<file path="config.mk">
export PLATFORM = sky130hd
export DESIGN_NAME = vptr_cmd_unit
export DESIGN_NICKNAME = d
export VERILOG_FILES = /design/src/rtl/vpc_pkg.sv /design/src/rtl/vpc_gate.sv /design/src/rtl/vpc_addr_chk.sv /design/src/rtl/vpc_seq.sv /design/src/rtl/vptr_cmd_unit.sv
export SDC_FILE = /design/constraint.sdc
export NUM_CORES = 1
export LEC_CHECK = 0
export ABC_AREA = 1
export BUFFER_PORTS_ARGS = -buffer_cell sky130_fd_sc_hd__buf_2
export CAP_MARGIN = 20
export CORE_AREA = 2 2 161 163
export DETAILED_ROUTE_END_ITERATION = 8
export DIE_AREA = 0 0 163 165
export GPL_TIMING_DRIVEN = 0
export PLACE_DENSITY = 0.76
export SYNTH_ARGS = -nofsm -noshare
export SYNTH_HDL_FRONTEND = slang
export SYNTH_SLANG_ARGS = --single-unit
</file>
<file path="constraint.sdc">
create_clock -name clk -period 5.27 [get_ports clk]
set_input_delay 1.054 -clock clk [delete_from_list [all_inputs] [get_ports clk]]
set_output_delay 1.054 -clock clk [all_outputs]
set_load 0.005 [all_outputs]
</file>
<file path="src/rtl/vpc_pkg.sv">
package vpc_pkg;
  typedef enum logic [2:0] {
    RES_OK      = 3'd0,
    RES_UD      = 3'd1,
    RES_EXIT    = 3'd2,
    RES_GP      = 3'd3,
    RES_BADADDR = 3'd4,
    RES_ROOTPTR = 3'd5,
    RES_BADREV  = 3'd6
  } res_e;

  typedef enum logic {
    OP_CLEAR = 1'b0,
    OP_LOAD  = 1'b1
  } op_e;

  typedef enum logic {
    ST_IDLE = 1'b0,
    ST_READ = 1'b1
  } st_e;
endpackage

</file>
<file path="src/rtl/vpc_gate.sv">
module vpc_gate
  import vpc_pkg::*;
(
  input  logic       cmd_lock,
  input  logic       op_is_reg,
  input  logic       virt_on,
  input  logic       guest_mode,
  input  logic       v86_mode,
  input  logic       long_active,
  input  logic       cs_long,
  input  logic [1:0] cpl,
  output logic       fault,
  output res_e       fault_code
);
  logic ud_hit;
  logic compat;

  assign compat = long_active && !cs_long;
  assign ud_hit = cmd_lock || op_is_reg || !virt_on || v86_mode || compat;

  always_comb begin
    fault      = 1'b1;
    fault_code = RES_OK;
    if (ud_hit)               fault_code = RES_UD;
    else if (guest_mode)      fault_code = RES_EXIT;
    else if (cpl != 2'd0)     fault_code = RES_GP;
    else                      fault      = 1'b0;
  end

  always_comb begin
    if (!fault) assert_no_fault_at_ring0_R3: assert (cpl == 2'd0 && !guest_mode);
  end
endmodule

</file>
<file path="src/rtl/vpc_addr_chk.sv">
module vpc_addr_chk #(
  parameter int ADDR_W    = 64,
  parameter int PAGE_BITS = 12,
  parameter int NARROW_W  = 32,
  localparam int PAW_W    = $clog2(ADDR_W) + 1
) (
  input  logic [ADDR_W-1:0] addr,
  input  logic [ADDR_W-1:0] root_ptr,
  input  logic [PAW_W-1:0]  pa_width,
  input  logic              wide_en,
  output logic              bad_addr,
  output logic              hits_root
);
  logic [ADDR_W-1:0] over_width;
  logic              misaligned;
  logic              too_wide;

  genvar gi;
  generate
    for (gi = 0; gi < ADDR_W; gi++) begin : g_width
      assign over_width[gi] = addr[gi] && (PAW_W'(gi) >= pa_width);
    end
  endgenerate

  assign misaligned = |addr[PAGE_BITS-1:0];
  assign too_wide   = wide_en ? |over_width : |addr[ADDR_W-1:NARROW_W];
  assign bad_addr   = misaligned || too_wide;
  assign hits_root  = (addr == root_ptr);

  always_comb begin
    if (!bad_addr) assert_aligned_when_ok_R4: assert (addr[PAGE_BITS-1:0] == '0);
  end
endmodule

</file>
<file path="src/rtl/vpc_seq.sv">
module vpc_seq
  import vpc_pkg::*;
#(
  parameter int ADDR_W = 64,
  parameter int REV_W  = 32
) (
  input  logic              clk,
  input  logic              rst_n,
  input  logic              cmd_valid,
  input  logic              cmd_op,
  input  logic [ADDR_W-1:0] opnd_addr,
  input  logic              fault,
  input  res_e              fault_code,
  input  logic              bad_addr,
  input  logic              hits_root,
  input  logic [REV_W-1:0]  expect_rev,
  input  logic              rd_ack,
  input  logic [REV_W-1:0]  rd_data,
  output logic              rd_req,
  output logic [ADDR_W-1:0] rd_addr,
  output logic              busy,
  output logic              done,
  output res_e              result,
  output logic [ADDR_W-1:0] cur_ptr,
  output logic              cur_valid,
  output logic              lclr_we,
  output logic [ADDR_W-1:0] lclr_addr
);
  st_e               st_q, st_d;
  logic              req_q, req_d;
  logic              done_q, done_d;
  res_e              res_q, res_d;
  logic [ADDR_W-1:0] ptr_q, ptr_d;
  logic              vld_q, vld_d;
  logic              lclr_q, lclr_d;
  logic [ADDR_W-1:0] addr_q;
  logic              accept;
  logic              res_en;
  logic              ptr_en;

  assign accept = cmd_valid && (st_q == ST_IDLE);

  always_comb begin
    st_d   = st_q;
    req_d  = req_q;
    done_d = 1'b0;
    res_d  = res_q;
    ptr_d  = ptr_q;
    vld_d  = vld_q;
    lclr_d = 1'b0;
    if (accept) begin
      done_d = 1'b1;
      if (fault) begin
        res_d = fault_code;
      end else if (bad_addr) begin
        res_d = RES_BADADDR;
      end else if (hits_root) begin
        res_d = RES_ROOTPTR;
      end else if (cmd_op == OP_CLEAR) begin
        res_d  = RES_OK;
        lclr_d = 1'b1;
        if (opnd_addr == ptr_q) begin
          ptr_d = '1;
          vld_d = 1'b0;
        end
      end else begin
        done_d = 1'b0;
        st_d   = ST_READ;
        req_d  = 1'b1;
      end
    end else if (st_q == ST_READ && rd_ack) begin
      st_d   = ST_IDLE;
      req_d  = 1'b0;
      done_d = 1'b1;
      if (rd_data == expect_rev) begin
        res_d = RES_OK;
        ptr_d = addr_q;
        vld_d = 1'b1;
      end else begin
        res_d = RES_BADREV;
      end
    end
  end

  assign res_en = done_d;
  assign ptr_en = done_d && (res_d == RES_OK);

  always_ff @(posedge clk or negedge rst_n) begin
    if (!rst_n) begin
      st_q   <= ST_IDLE;
      req_q  <= 1'b0;
      done_q <= 1'b0;
      lclr_q <= 1'b0;
    end else begin
      st_q   <= st_d;
      req_q  <= req_d;
      done_q <= done_d;
      lclr_q <= lclr_d;
    end
  end

  always_ff @(posedge clk or negedge rst_n) begin
    if (!rst_n) begin
      res_q <= RES_OK;
    end else if (res_en) begin
      res_q <= res_d;
    end
  end

  always_ff @(posedge clk or negedge rst_n) begin
    if (!rst_n) begin
      ptr_q <= '1;
      vld_q <= 1'b0;
    end else if (ptr_en) begin
      ptr_q <= ptr_d;
      vld_q <= vld_d;
    end
  end

  always_ff @(posedge clk or negedge rst_n) begin
    if (!rst_n) begin
      addr_q <= '0;
    end else if (accept) begin
      addr_q <= opnd_addr;
    end
  end

  assign rd_req    = req_q;
  assign rd_addr   = addr_q;
  assign busy      = (st_q == ST_READ);
  assign done      = done_q;
  assign result    = res_q;
  assign cur_ptr   = ptr_q;
  assign cur_valid = vld_q;
  assign lclr_we   = lclr_q;
  assign lclr_addr = addr_q;

  assert_req_held_R8: assert property (@(posedge clk) disable iff (!rst_n)
    rd_req && !rd_ack |=> rd_req && $stable(rd_addr));

  assert_invalid_is_ones_R7: assert property (@(posedge clk) disable iff (!rst_n)
    !cur_valid |-> cur_ptr == '1);

  assert_clear_write_ok_R7: assert property (@(posedge clk) disable iff (!rst_n)
    lclr_we |-> done && result == RES_OK);

  assert_ptr_moves_on_ok_R9: assert property (@(posedge clk) disable iff (!rst_n)
    cur_ptr != $past(cur_ptr) |-> done && result == RES_OK);

  assert_no_done_while_busy_R11: assert property (@(posedge clk) disable iff (!rst_n)
    busy |-> !done && !lclr_we);

  assert_result_held_R10: assert property (@(posedge clk) disable iff (!rst_n)
    !done |-> $stable(result));
endmodule

</file>
<file path="src/rtl/vptr_cmd_unit.sv">
module vptr_cmd_unit
  import vpc_pkg::*;
#(
  parameter int ADDR_W    = 64,
  parameter int REV_W     = 32,
  parameter int PAGE_BITS = 12,
  parameter int NARROW_W  = 32,
  localparam int PAW_W    = $clog2(ADDR_W) + 1
) (
  input  logic              clk,
  input  logic              rst_n,
  input  logic              cmd_valid,
  input  logic              cmd_op,
  input  logic              cmd_lock,
  input  logic              op_is_reg,
  input  logic              virt_on,
  input  logic              guest_mode,
  input  logic              v86_mode,
  input  logic              long_active,
  input  logic              cs_long,
  input  logic [1:0]        cpl,
  input  logic [ADDR_W-1:0] opnd_addr,
  input  logic [ADDR_W-1:0] root_ptr,
  input  logic [PAW_W-1:0]  pa_width,
  input  logic              wide_en,
  input  logic [REV_W-1:0]  expect_rev,
  output logic              rd_req,
  output logic [ADDR_W-1:0] rd_addr,
  input  logic              rd_ack,
  input  logic [REV_W-1:0]  rd_data,
  output logic              busy,
  output logic              done,
  output logic [2:0]        result,
  output logic [ADDR_W-1:0] cur_ptr,
  output logic              cur_valid,
  output logic              lclr_we,
  output logic [ADDR_W-1:0] lclr_addr
);
  logic fault;
  res_e fault_code;
  logic bad_addr;
  logic hits_root;
  res_e res_w;

  vpc_gate i_gate (
    .cmd_lock    (cmd_lock),
    .op_is_reg   (op_is_reg),
    .virt_on     (virt_on),
    .guest_mode  (guest_mode),
    .v86_mode    (v86_mode),
    .long_active (long_active),
    .cs_long     (cs_long),
    .cpl         (cpl),
    .fault       (fault),
    .fault_code  (fault_code)
  );

  vpc_addr_chk #(
    .ADDR_W    (ADDR_W),
    .PAGE_BITS (PAGE_BITS),
    .NARROW_W  (NARROW_W)
  ) i_addr_chk (
    .addr      (opnd_addr),
    .root_ptr  (root_ptr),
    .pa_width  (pa_width),
    .wide_en   (wide_en),
    .bad_addr  (bad_addr),
    .hits_root (hits_root)
  );

  vpc_seq #(
    .ADDR_W (ADDR_W),
    .REV_W  (REV_W)
  ) i_seq (
    .clk        (clk),
    .rst_n      (rst_n),
    .cmd_valid  (cmd_valid),
    .cmd_op     (cmd_op),
    .opnd_addr  (opnd_addr),
    .fault      (fault),
    .fault_code (fault_code),
    .bad_addr   (bad_addr),
    .hits_root  (hits_root),
    .expect_rev (expect_rev),
    .rd_ack     (rd_ack),
    .rd_data    (rd_data),
    .rd_req     (rd_req),
    .rd_addr    (rd_addr),
    .busy       (busy),
    .done       (done),
    .result     (res_w),
    .cur_ptr    (cur_ptr),
    .cur_valid  (cur_valid),
    .lclr_we    (lclr_we),
    .lclr_addr  (lclr_addr)
  );

  assign result = res_w;
endmodule

</file>
# After elaboration in Yosys (flattened, before gate mapping)
# Cells that the tools add are included.
[op_classes]
order_cmp = 64
n_eq_ne = 9
n_mux = 46
bitwise_logic = 1
n_reduce_logical = 84
[op_table]
columns = ["operator", "n"]
rows = [
  ["64-bit two-way mux", 8],
  ["6-bit by 7-bit greater-or-equal comparator with 1-bit output, first input constant", 32],
  ["64-bit == test", 2],
  ["5-bit by 7-bit greater-or-equal comparator with 1-bit output, first input constant", 16],
  ["1-bit logical AND", 68],
  ["64-bit OR reduction", 1],
  ["4-bit by 7-bit greater-or-equal comparator with 1-bit output, first input constant", 8],
  ["32-bit == test", 1],
  ["32-bit OR reduction", 1],
  ["3-bit by 7-bit greater-or-equal comparator with 1-bit output, first input constant", 4],
  ["1-bit two-way mux", 28],
  ["3-bit two-way mux", 9],
  ["1-bit by 7-bit greater-or-equal comparator with 1-bit output, first input constant", 2],
  ["2-bit by 7-bit greater-or-equal comparator with 1-bit output, first input constant", 2],
  ["2-bit != test, second input constant", 6],
  ["12-bit OR reduction", 1],
  ["8-bit AND reduction", 1],
  ["2-bit nonzero test", 3],
  ["1-bit logical OR", 5],
  ["5-bit AND reduction", 1],
  ["3-bit logical NOT", 1],
  ["1-bit logical NOT", 2],
  ["2-bit two-way mux", 1],
  ["1-bit inverter", 1],
]
[totals]
regBits = 135
in_bits = 214
out_inout_bits = 200
elab_cells = 211

# Longest topological paths before layout
# Gate-level depths: netlist of run 1.
[depth]
ltp_word = 11
mapped_depth = 21
mapped_depth_nobuf = 17

# Modules after synthesis
# From an unflattened synthesis of run 1, not the netlist that was laid out.
[hier_totals]
cells_unflattened = 1440
area_unflattened_um2 = 9791.9
[modules_own_cells]
columns = ["module", "instances", "cells_each", "area_each_um2", "seq_area_each_um2"]
rows = [
  ["vpc_seq", 1, 1031, 7712.4, 3458.3],
  ["vpc_addr_chk", 1, 392, 2000.7, 0.0],
  ["vpc_gate", 1, 17, 78.8, 0.0],
]

# Least setup slack after synthesis of run 1
# Ideal clock, no wire load.
[synth_timing]
path_kind = "input port to flip-flop"
startpoint = "input pa_width[6]"
endpoint = "register i_seq.ptr_q[0], in the netlist i_seq.cur_ptr[0]"
setup_ns = 0.076
arrival_ns = 2.816
required_ns = 5.194
setup_slack_ns = 2.377
cell_stages = 19
path_cell_list = "clkbuf_2 > inv_2 > nand2_1 > buf_4 > nand2_1 > nand3_1 > nand2_1 > nor2_1 > nand2_1 > nor2_1 > nand2_1 > o21ai_2 > nand3_1 > nand2_1 > nand2_1 > buf_6 > buf_2 > nand2_1 > nand2_1"
[synth_via]
elab_chain_len = 11
word_cells_on_any_way = 141
[synth_lines]
columns = ["element", "line_no", "rtl"]
rows = [
  ["start: declaration", "vptr_cmd_unit.sv:24", "input logic [PAW_W-1:0] pa_width,"],
  ["1-bit by 7-bit greater-or-equal comparator with 1-bit output, or another cell as far along", "vpc_addr_chk.sv:21", "assign over_width[gi] = addr[gi] && (PAW_W'(gi) >= pa_width);"],
  ["1-bit logical AND", "vpc_addr_chk.sv:21", ""],
  ["64-bit OR reduction (*)", "vpc_addr_chk.sv:26", "assign too_wide = wide_en ? |over_width : |addr[ADDR_W-1:NARROW_W];"],
  ["1-bit two-way mux (*)", "vpc_addr_chk.sv:26", ""],
  ["1-bit logical OR (*)", "vpc_addr_chk.sv:27", "assign bad_addr = misaligned || too_wide;"],
  ["3-bit two-way mux", "vpc_seq.sv:55", "end else if (bad_addr) begin"],
  ["3-bit two-way mux", "vpc_seq.sv:53", "if (fault) begin"],
  ["3-bit two-way mux", "vpc_seq.sv:51", "if (accept) begin"],
  ["3-bit logical NOT", "vpc_seq.sv:86", "assign ptr_en = done_d && (res_d == RES_OK);"],
  ["1-bit logical AND", "vpc_seq.sv:86", ""],
  ["8-bit AND reduction (no line) (*)", "-", ""],
  ["end signal: assignment", "vpc_seq.sv:115", "ptr_q <= ptr_d;"],
  ["end: declaration", "vpc_seq.sv:33", "logic [ADDR_W-1:0] ptr_q, ptr_d;"],
]
# Every way passes the cells marked *; elsewhere a longest branch is shown, timed or not.
# A chain may end at the register's enable or synchronous reset.

# Worst setup path in the final report of run 1
[layout_timing]
startpoint = "input cmd_valid"
endpoint = "register i_seq.ptr_q[0], in the netlist i_seq.cur_ptr[0]"
[layout_via]
elab_chain_len = 5
word_cells_on_any_way = 14
[layout_lines]
columns = ["element", "line_no", "rtl"]
rows = [
  ["start: declaration", "vptr_cmd_unit.sv:12", "input logic cmd_valid,"],
  ["1-bit logical AND (*)", "vpc_seq.sv:41", "assign accept = cmd_valid && (st_q == ST_IDLE);"],
  ["3-bit two-way mux", "vpc_seq.sv:51", ""],
  ["3-bit logical NOT", "vpc_seq.sv:86", ""],
  ["1-bit logical AND", "vpc_seq.sv:86", ""],
  ["8-bit AND reduction (no line)", "-", ""],
]
# Marks and branches as above.

==> results of run 1 <==
-- placed cells by master (no fill, tap or decap), types with 17 or more instances in the layout --
master / Yosys / final
nand4_1: 24 / 24
a21oi_1: 65 / 65
buf_2: 12 / 421
dfrtp_1: 71 / 71
xor2_1: 63 / 63
nand2_1: 362 / 362
or2_2: 17 / 17
buf_4: 72 / 72
nand3b_1: 65 / 65
nor2_1: 200 / 200
inv_1: 101 / 101
xnor2_1: 38 / 38
o21ai_0: 29 / 29
dfstp_2: 64 / 64
nand3_1: 59 / 59
clkbuf_16: 0 / 17
clkbuf_1: 19 / 19
-- critical path, stage by stage --
cell	delay, ns
buf_2	0.07
inv_1	0.04
nor2_2	0.26
inv_1	0.22
a21oi_1	0.17
nand3b_1	0.08
nor4_1	0.22
nand2_1	0.12
nor2_1	0.15
nand3_1	0.13
a21oi_1	0.22
buf_2	0.32
clkbuf_1	0.53
nand3b_1	0.21
nand2_1	0.11
-- power by group --
part / internal, mW / switching (mW) / total (mW)
logic: 0.287 / 0.353 / 0.640
registers: 1.08 / 0.0477 / 1.13
clock network: 0.760 / 0.500 / 1.26
total: 2.13 / 0.900 / 3.03
-- cell type report --
cell class                      count  area share
Antenna cell                        4    0.000800
Buffer                            105      0.0550
Clock buffer                       18      0.0351
Clock inverter                     13      0.0136
Inverter                          106      0.0318
Multi-Input combinational cell    975       0.388
Sequential cell                   135       0.276
Tap cell                          330      0.0330
Timing Repair Buffer              411       0.167
-- logic make-up (layout without fill, tap and decap cells) --
family | Yosys count | after routing
AND/OR/NAND/NOR | 759 | 759
buffers and inverters | 211 | 653
flip-flops | 135 | 135
AO/OA/AOI/OAI | 115 | 115
XOR/XNOR | 101 | 101
other | 0 | 4
-- sequential cells by signal, summed over array words and instances, names as in the netlist --
signal and count:
i_seq.busy 1, i_seq.done 1, i_seq.lclr_we 1, i_seq.lclr_addr 64, i_seq.cur_valid 1, i_seq.cur_ptr 64, i_seq.result 3
-- worst paths after layout --
kind	startpoint	cells past startpoint	end	slack, ns
max in group asynchronous	rst_n	2	i_seq.cur_ptr[61]	3.86
worst min-delay path	i_seq.cur_ptr[47]	2	i_seq.cur_ptr[47]	0.47
worst max-delay path	cmd_valid	15	i_seq.cur_ptr[0]	1.72
worst min register to register	i_seq.cur_ptr[47]	2	i_seq.cur_ptr[47]	0.47
worst max register to register	i_seq.busy	13	i_seq.cur_ptr[0]	1.93
min in group asynchronous	rst_n	1	i_seq.lclr_addr[33]	0.58
-- routing by layer --
metal	GRT usage	share of wire
met1	0.370	0.39
met5	0	0
met4	0.0941	0.027
met3	0.0547	0.088
met2	0.512	0.49
-- through the flow --
| step | util | cells | worst slack, ns | area [um2] | hold slack, ns |
|---|---|---|---|---|---|
| after global routing | 0.499 | 2093 | 1.52 | 12500 | 0.489 |
| after global placement | 0.474 | 2061 | 1.29 | 11900 | 0.456 |
| after CTS | 0.499 | 2093 | 1.76 | 12500 | 0.474 |
| after detailed placement | 0.475 | 2062 | 1.33 | 11900 | 0.467 |
| after floorplan | - | 1321 | 2.38 | 9400 | 0.459 |
| final | 0.500 | 2097 | 1.72 | 12500 | 0.475 |
==> impl_metrics.ini, run 1 <==
[run_status]
outcome = finished clean

[synth]
ys_top_cells_by_area = dfrtp_1, dfstp_2, nand2_1
synth_top_family_by_area = simple AND/OR/NAND/NOR gates
yosys.area.top_type = dfrtp_1
synth-async-reset-ratio = 1.00
synth_edf_count = 0
synthTopCellsByCount = nand2_1, nor2_1, inv_1
synth-simple-area-share = 0.355
ys_types = 34
synth_nets = 1535
avgSynthCellArea_um2 = 7.11
synth_xor_area_frac = 0.0942
synth_adder_area_share = 0
muxShareOfSynthArea = 0
yosys_warnings = 0
synthCells = 1321
ys.flop_type = dfrtp_1
ys_seq_area_frac = 0.368
synth_compound_area_frac = 0.0673
yosysMostFrequentCell = nand2_1
syn_area_mm2 = 0.00940
ys_ff_latch = 135
synth_top_area_frac = 0.189

[layout]
drive_above_1_share = 0.351
fin_nets = 1965
area_delta_synth_final_pct = 33.2
fillCellCount = 2511
multiInputGateArea_mm2 = 0.00485
seq_area_mm2 = 0.00346

[clocking]
htreeDepth = 4
tritoncts = done
cts_resized = 0
cts.sinks = 135
cts_setup_buffers = 0
cts_buffers = 17
ctsHoldBuffers = 0
cts-root-buf = clkbuf_16
clk_path_buf_depth = 2
clk_pin_slew_ns = 0.07
clk_latency_ns = 0.43

[place]
numPortBuffers = 410
dp_hpwl_um = 32400
gp_congestion = 0.952

[floorplan]
pin_count = 414
core_mm2 = 0.0250
die_h_um = 165
die_x_um = 163
num_rows = 58
start_util = 0.375
die_area_mm2 = 0.0269

[setup_path]
required_ns = 5.64
crit_type = input pin to register
end_kind = register
worstPathArrival_ns = 3.92
cp_max_fo = 10
start_kind = input pin

[sta]
drv_slew = 0
skew_ns = 0.0133
worstMarginPinSlew_ns = 1.03
slew_headroom = 0.312
setup_viol = 0
timing.final.crit_share = 0.674
fmax_ghz = 0.282
hold_viol_final = 0
rsz0062_at_grt = no
fin_setup_tns_ns = 0
finalCriticalPeriod_ns = 3.55

[power_and_ir_drop]
leakagePower_nw = 6.58
power_mw = 3.03
peakVddDrop_uv = 151
cellPowerDensity_mw_per_mm2 = 242

[grt]
grt_use_total = 0.294
overflow = 0
antenna_found_initial = 0
grt_first_pass_wirelength_um = 58600
grt_max_degree = 82
first_global_vias = 10000

[drt]
vias_per_cell = 5.09
num_vias = 10700
drtIter0Drc = 1157
firstDrtPassIters = 5
wl_um = 40300
antenna_left = 0
drc_errors = 0
wl_per_cell_um = 19.2

[hold_path]
hold_class = register to register

[job]
drv_cap = 0
Power figures use the tool's default switching activity.
==> inputs of run 2 (changes only) <==
--- a/config.mk
+++ b/config.mk
@@ -5,12 +5,12 @@
 export SDC_FILE = /design/constraint.sdc
 export NUM_CORES = 1
 export LEC_CHECK = 0
-export ABC_AREA = 1
+export ABC_AREA = 0
 export BUFFER_PORTS_ARGS = -buffer_cell sky130_fd_sc_hd__buf_2
 export CAP_MARGIN = 20
-export CORE_AREA = 2 2 161 163
+export CORE_AREA = 2 2 159 161
 export DETAILED_ROUTE_END_ITERATION = 8
-export DIE_AREA = 0 0 163 165
+export DIE_AREA = 0 0 161 163
 export GPL_TIMING_DRIVEN = 0
 export PLACE_DENSITY = 0.76
 export SYNTH_ARGS = -nofsm -noshare
==> constraint.sdc (replaced) <==
create_clock -name clk -period 2.9 [get_ports clk]
set_input_delay 0.58 -clock clk [delete_from_list [all_inputs] [get_ports clk]]
set_output_delay 0.58 -clock clk [all_outputs]
set_load 0.005 [all_outputs]
==> run 2 against run 1 <==
Net effect: area after synthesis is 8.5% lower; register-to-register slack got worse by 2.0 ns; via count is 10% lower; first-iteration DRC count down 41%; highest routed layer is now met5; the flow now finishes with violations (setup timing); combinational power rose by 80%; final area down 3.9%; clock power increased by 87%; die area shrank 2.4%; synthesized cell count is 28% lower; flip-flop and latch count did not move; routed wire length increased by 7.5%; sequential share of layout area is 1.1 points higher.
==> impl_metrics.ini, run 2 <==
[run_status]
outcome = complete, but fails checks
violations = setup timing

[layout]
drive_above_1_share = 0.452
fin_nets = 1593
final_common_cell = buf_2
post-route-util = 0.487
final_cell_mix = buf_2, nand2_1, xor2_1
area_delta_synth_final_pct = 39.9
antenna_cells = 0

[synth]
syn_area_mm2 = 0.00860
ys_ff_latch = 135
yosys_warnings = 0
ys_seq_area_frac = 0.402
synth_edf_count = 0
synthCells = 945
avgSynthCellArea_um2 = 9.10
ys_top_cells_by_area = dfrtp_1, dfstp_2, xor2_1
synth-async-reset-ratio = 1.00
synthTopCellsByCount = nand2_1, xor2_1, dfrtp_1
synth_nets = 1159
yosys.area.top_type = dfrtp_1
yosysMostFrequentCell = nand2_1
synth_top_area_frac = 0.207
ys_types = 65
ys.flop_type = dfrtp_1

[sta]
rsz0062_at_grt = yes
slew_headroom = 0.301
setup_slack_ns = -0.0513
setup_viol = 60
fmax_ghz = 0.339
skew_ns = 0.0181
drv_slew = 0
worstMarginPinSlew_ns = 1.05
holdWs_ns = 0.131
timing.final.crit_share = 1.02
hold_viol_final = 0
finalCriticalPeriod_ns = 2.95

[setup_path]
reg2reg_from = i_seq.cur_ptr[11]
reg2reg_setup_slack_ns = -0.05
reg2reg_depth = 9
crit_type = input pin to register
required_ns = 3.28
cp_max_fo = 10
crit_start = pa_width[1]
start_kind = input pin
rr_endpoint = i_seq.cur_ptr[12]
end_kind = register
worstPathArrival_ns = 3.33

[floorplan]
die_x_um = 161
die_h_um = 163
start_util = 0.348
pin_count = 414
die_area_mm2 = 0.0262
num_rows = 58
core_mm2 = 0.0247

[hold_path]
hold_class = input pin to async pin

[clocking]
clk_latency_ns = 0.44
cts-root-buf = clkbuf_16
cts.sinks = 135
cts_buffers = 17
tritoncts = done
clk_pin_slew_ns = 0.06
ctsHoldBuffers = 0
clk_path_buf_depth = 2
htreeDepth = 4

[grt]
overflow = 0
grt_first_pass_wirelength_um = 61000
grt_max_degree = 73
first_global_vias = 9244
antenna_found_initial = 2
grt_use_total = 0.323

[drt]
antenna_left = 0
wl_per_cell_um = 25.2
firstDrtPassIters = 5
wl_um = 43300
vias_per_cell = 5.57
drtIter0Drc = 677
drc_errors = 0
num_vias = 9585

[place]
gp_congestion = 1.07
dp_hpwl_um = 34000
numPortBuffers = 408

[power_and_ir_drop]
seq_power_share = 0.373
cellPowerDensity_mw_per_mm2 = 464
p_comb_frac = 0.206
clockPowerShare = 0.421
leakagePower_nw = 5.81
internal_power_mw = 3.93
p_sw_frac = 0.297
power.switching_mw = 1.66
peakVddDrop_uv = 284

[job]
drv_cap = 0
[run 2: timing repair]
item	4_1_cts	5_1_grt
buffers inserted	5	1
resized for setup	31	20
pin swaps	15	3
setup endpoints to repair	70	67
[run 2: power groups by stage]
stage | registers (mW) | logic (mW) | clock network (mW)
after floorplan | 2.09 | 0.483 | 0
after global placement | 2.11 | 1.11 | 0
after global routing | 2.10 | 1.23 | 2.46
after CTS | 2.08 | 1.13 | 2.37
final | 2.08 | 1.15 | 2.35
after detailed placement | 2.11 | 1.12 | 0
[run 2: routing by layer]
| layer | up-vias | GRT usage | routed length [um] |
|---|---|---|---|
| met5 | - | 0 | 29 |
| met4 | 4 | 0.135 | 1780 |
| met3 | 105 | 0.0713 | 3920 |
| met2 | 638 | 0.530 | 20300 |
| met1 | 4671 | 0.413 | 17300 |
| li1 | 4167 | - | - |
[run 2: final cells by class]
class / count / area [um2]
buffer: 109 / 782
sequential: 135 / 3460
tap: 330 / 413
timing repair buffer: 415 / 2130
inverter: 29 / 109
clock buffer: 18 / 429
multi-input combinational: 672 / 4500
clock inverter: 14 / 200
fill: 2409 / 12600
[run 2: stage by stage]
| stage | worst slack, ns | TNS, ns | total power, mW | instances | cell area, um2 |
|---|---|---|---|---|---|
| 6_report | -0.0513 | -1.83 | 5.58 | 1722 | 12000 |
| 5_1_grt | -0.129 | -6.44 | 5.79 | 1722 | 12000 |
| 2_1_floorplan | 0.135 | 0 | 2.57 | 945 | 8600 |
| 3_5_place_dp | -1.20 | -77.86 | 3.23 | 1684 | 11100 |
| 4_1_cts | -0.0318 | -0.693 | 5.58 | 1721 | 11900 |
| 3_3_place_gp | -1.21 | -117.88 | 3.21 | 1683 | 11100 |
[run 2: how the worst max path moves through the flow]
stage | end | slack, ns | depth (start not counted)
global placement | i_seq.cur_ptr[61] | -1.21 | 10
detailed placement | i_seq.cur_ptr[31] | -1.20 | 10
global route | i_seq.cur_ptr[16] | -0.13 | 10
CTS | i_seq.cur_ptr[12] | -0.03 | 10
finish | i_seq.cur_ptr[12] | -0.05 | 13
floorplan | i_seq.cur_ptr[21] | 0.13 | 10
[run 2: cells by family (layout without fill, tap and decap cells)]
| group | Yosys count | after routing | synth area share |
|---|---|---|---|
| AOI/OAI and AO/OA | 193 | 193 | 0.170 |
| xor gates and xnor gates | 137 | 137 | 0.140 |
| buffers and inverters | 138 | 585 | 0.0968 |
| DFF | 135 | 135 | 0.402 |
| and+or+nand+nor | 342 | 342 | 0.191 |
[run 2: worst max-delay path: stages]
cell	delay, ns
buf_2	0.14
buf_4	0.18
buf_2	0.25
nor2_1	0.19
a21oi_1	0.38
a2bb2oi_1	0.23
nand4b_1	0.14
nor4_2	0.33
nand4_1	0.20
o21ai_4	0.20
buf_12	0.18
buf_12	0.16
o22a_1	0.16
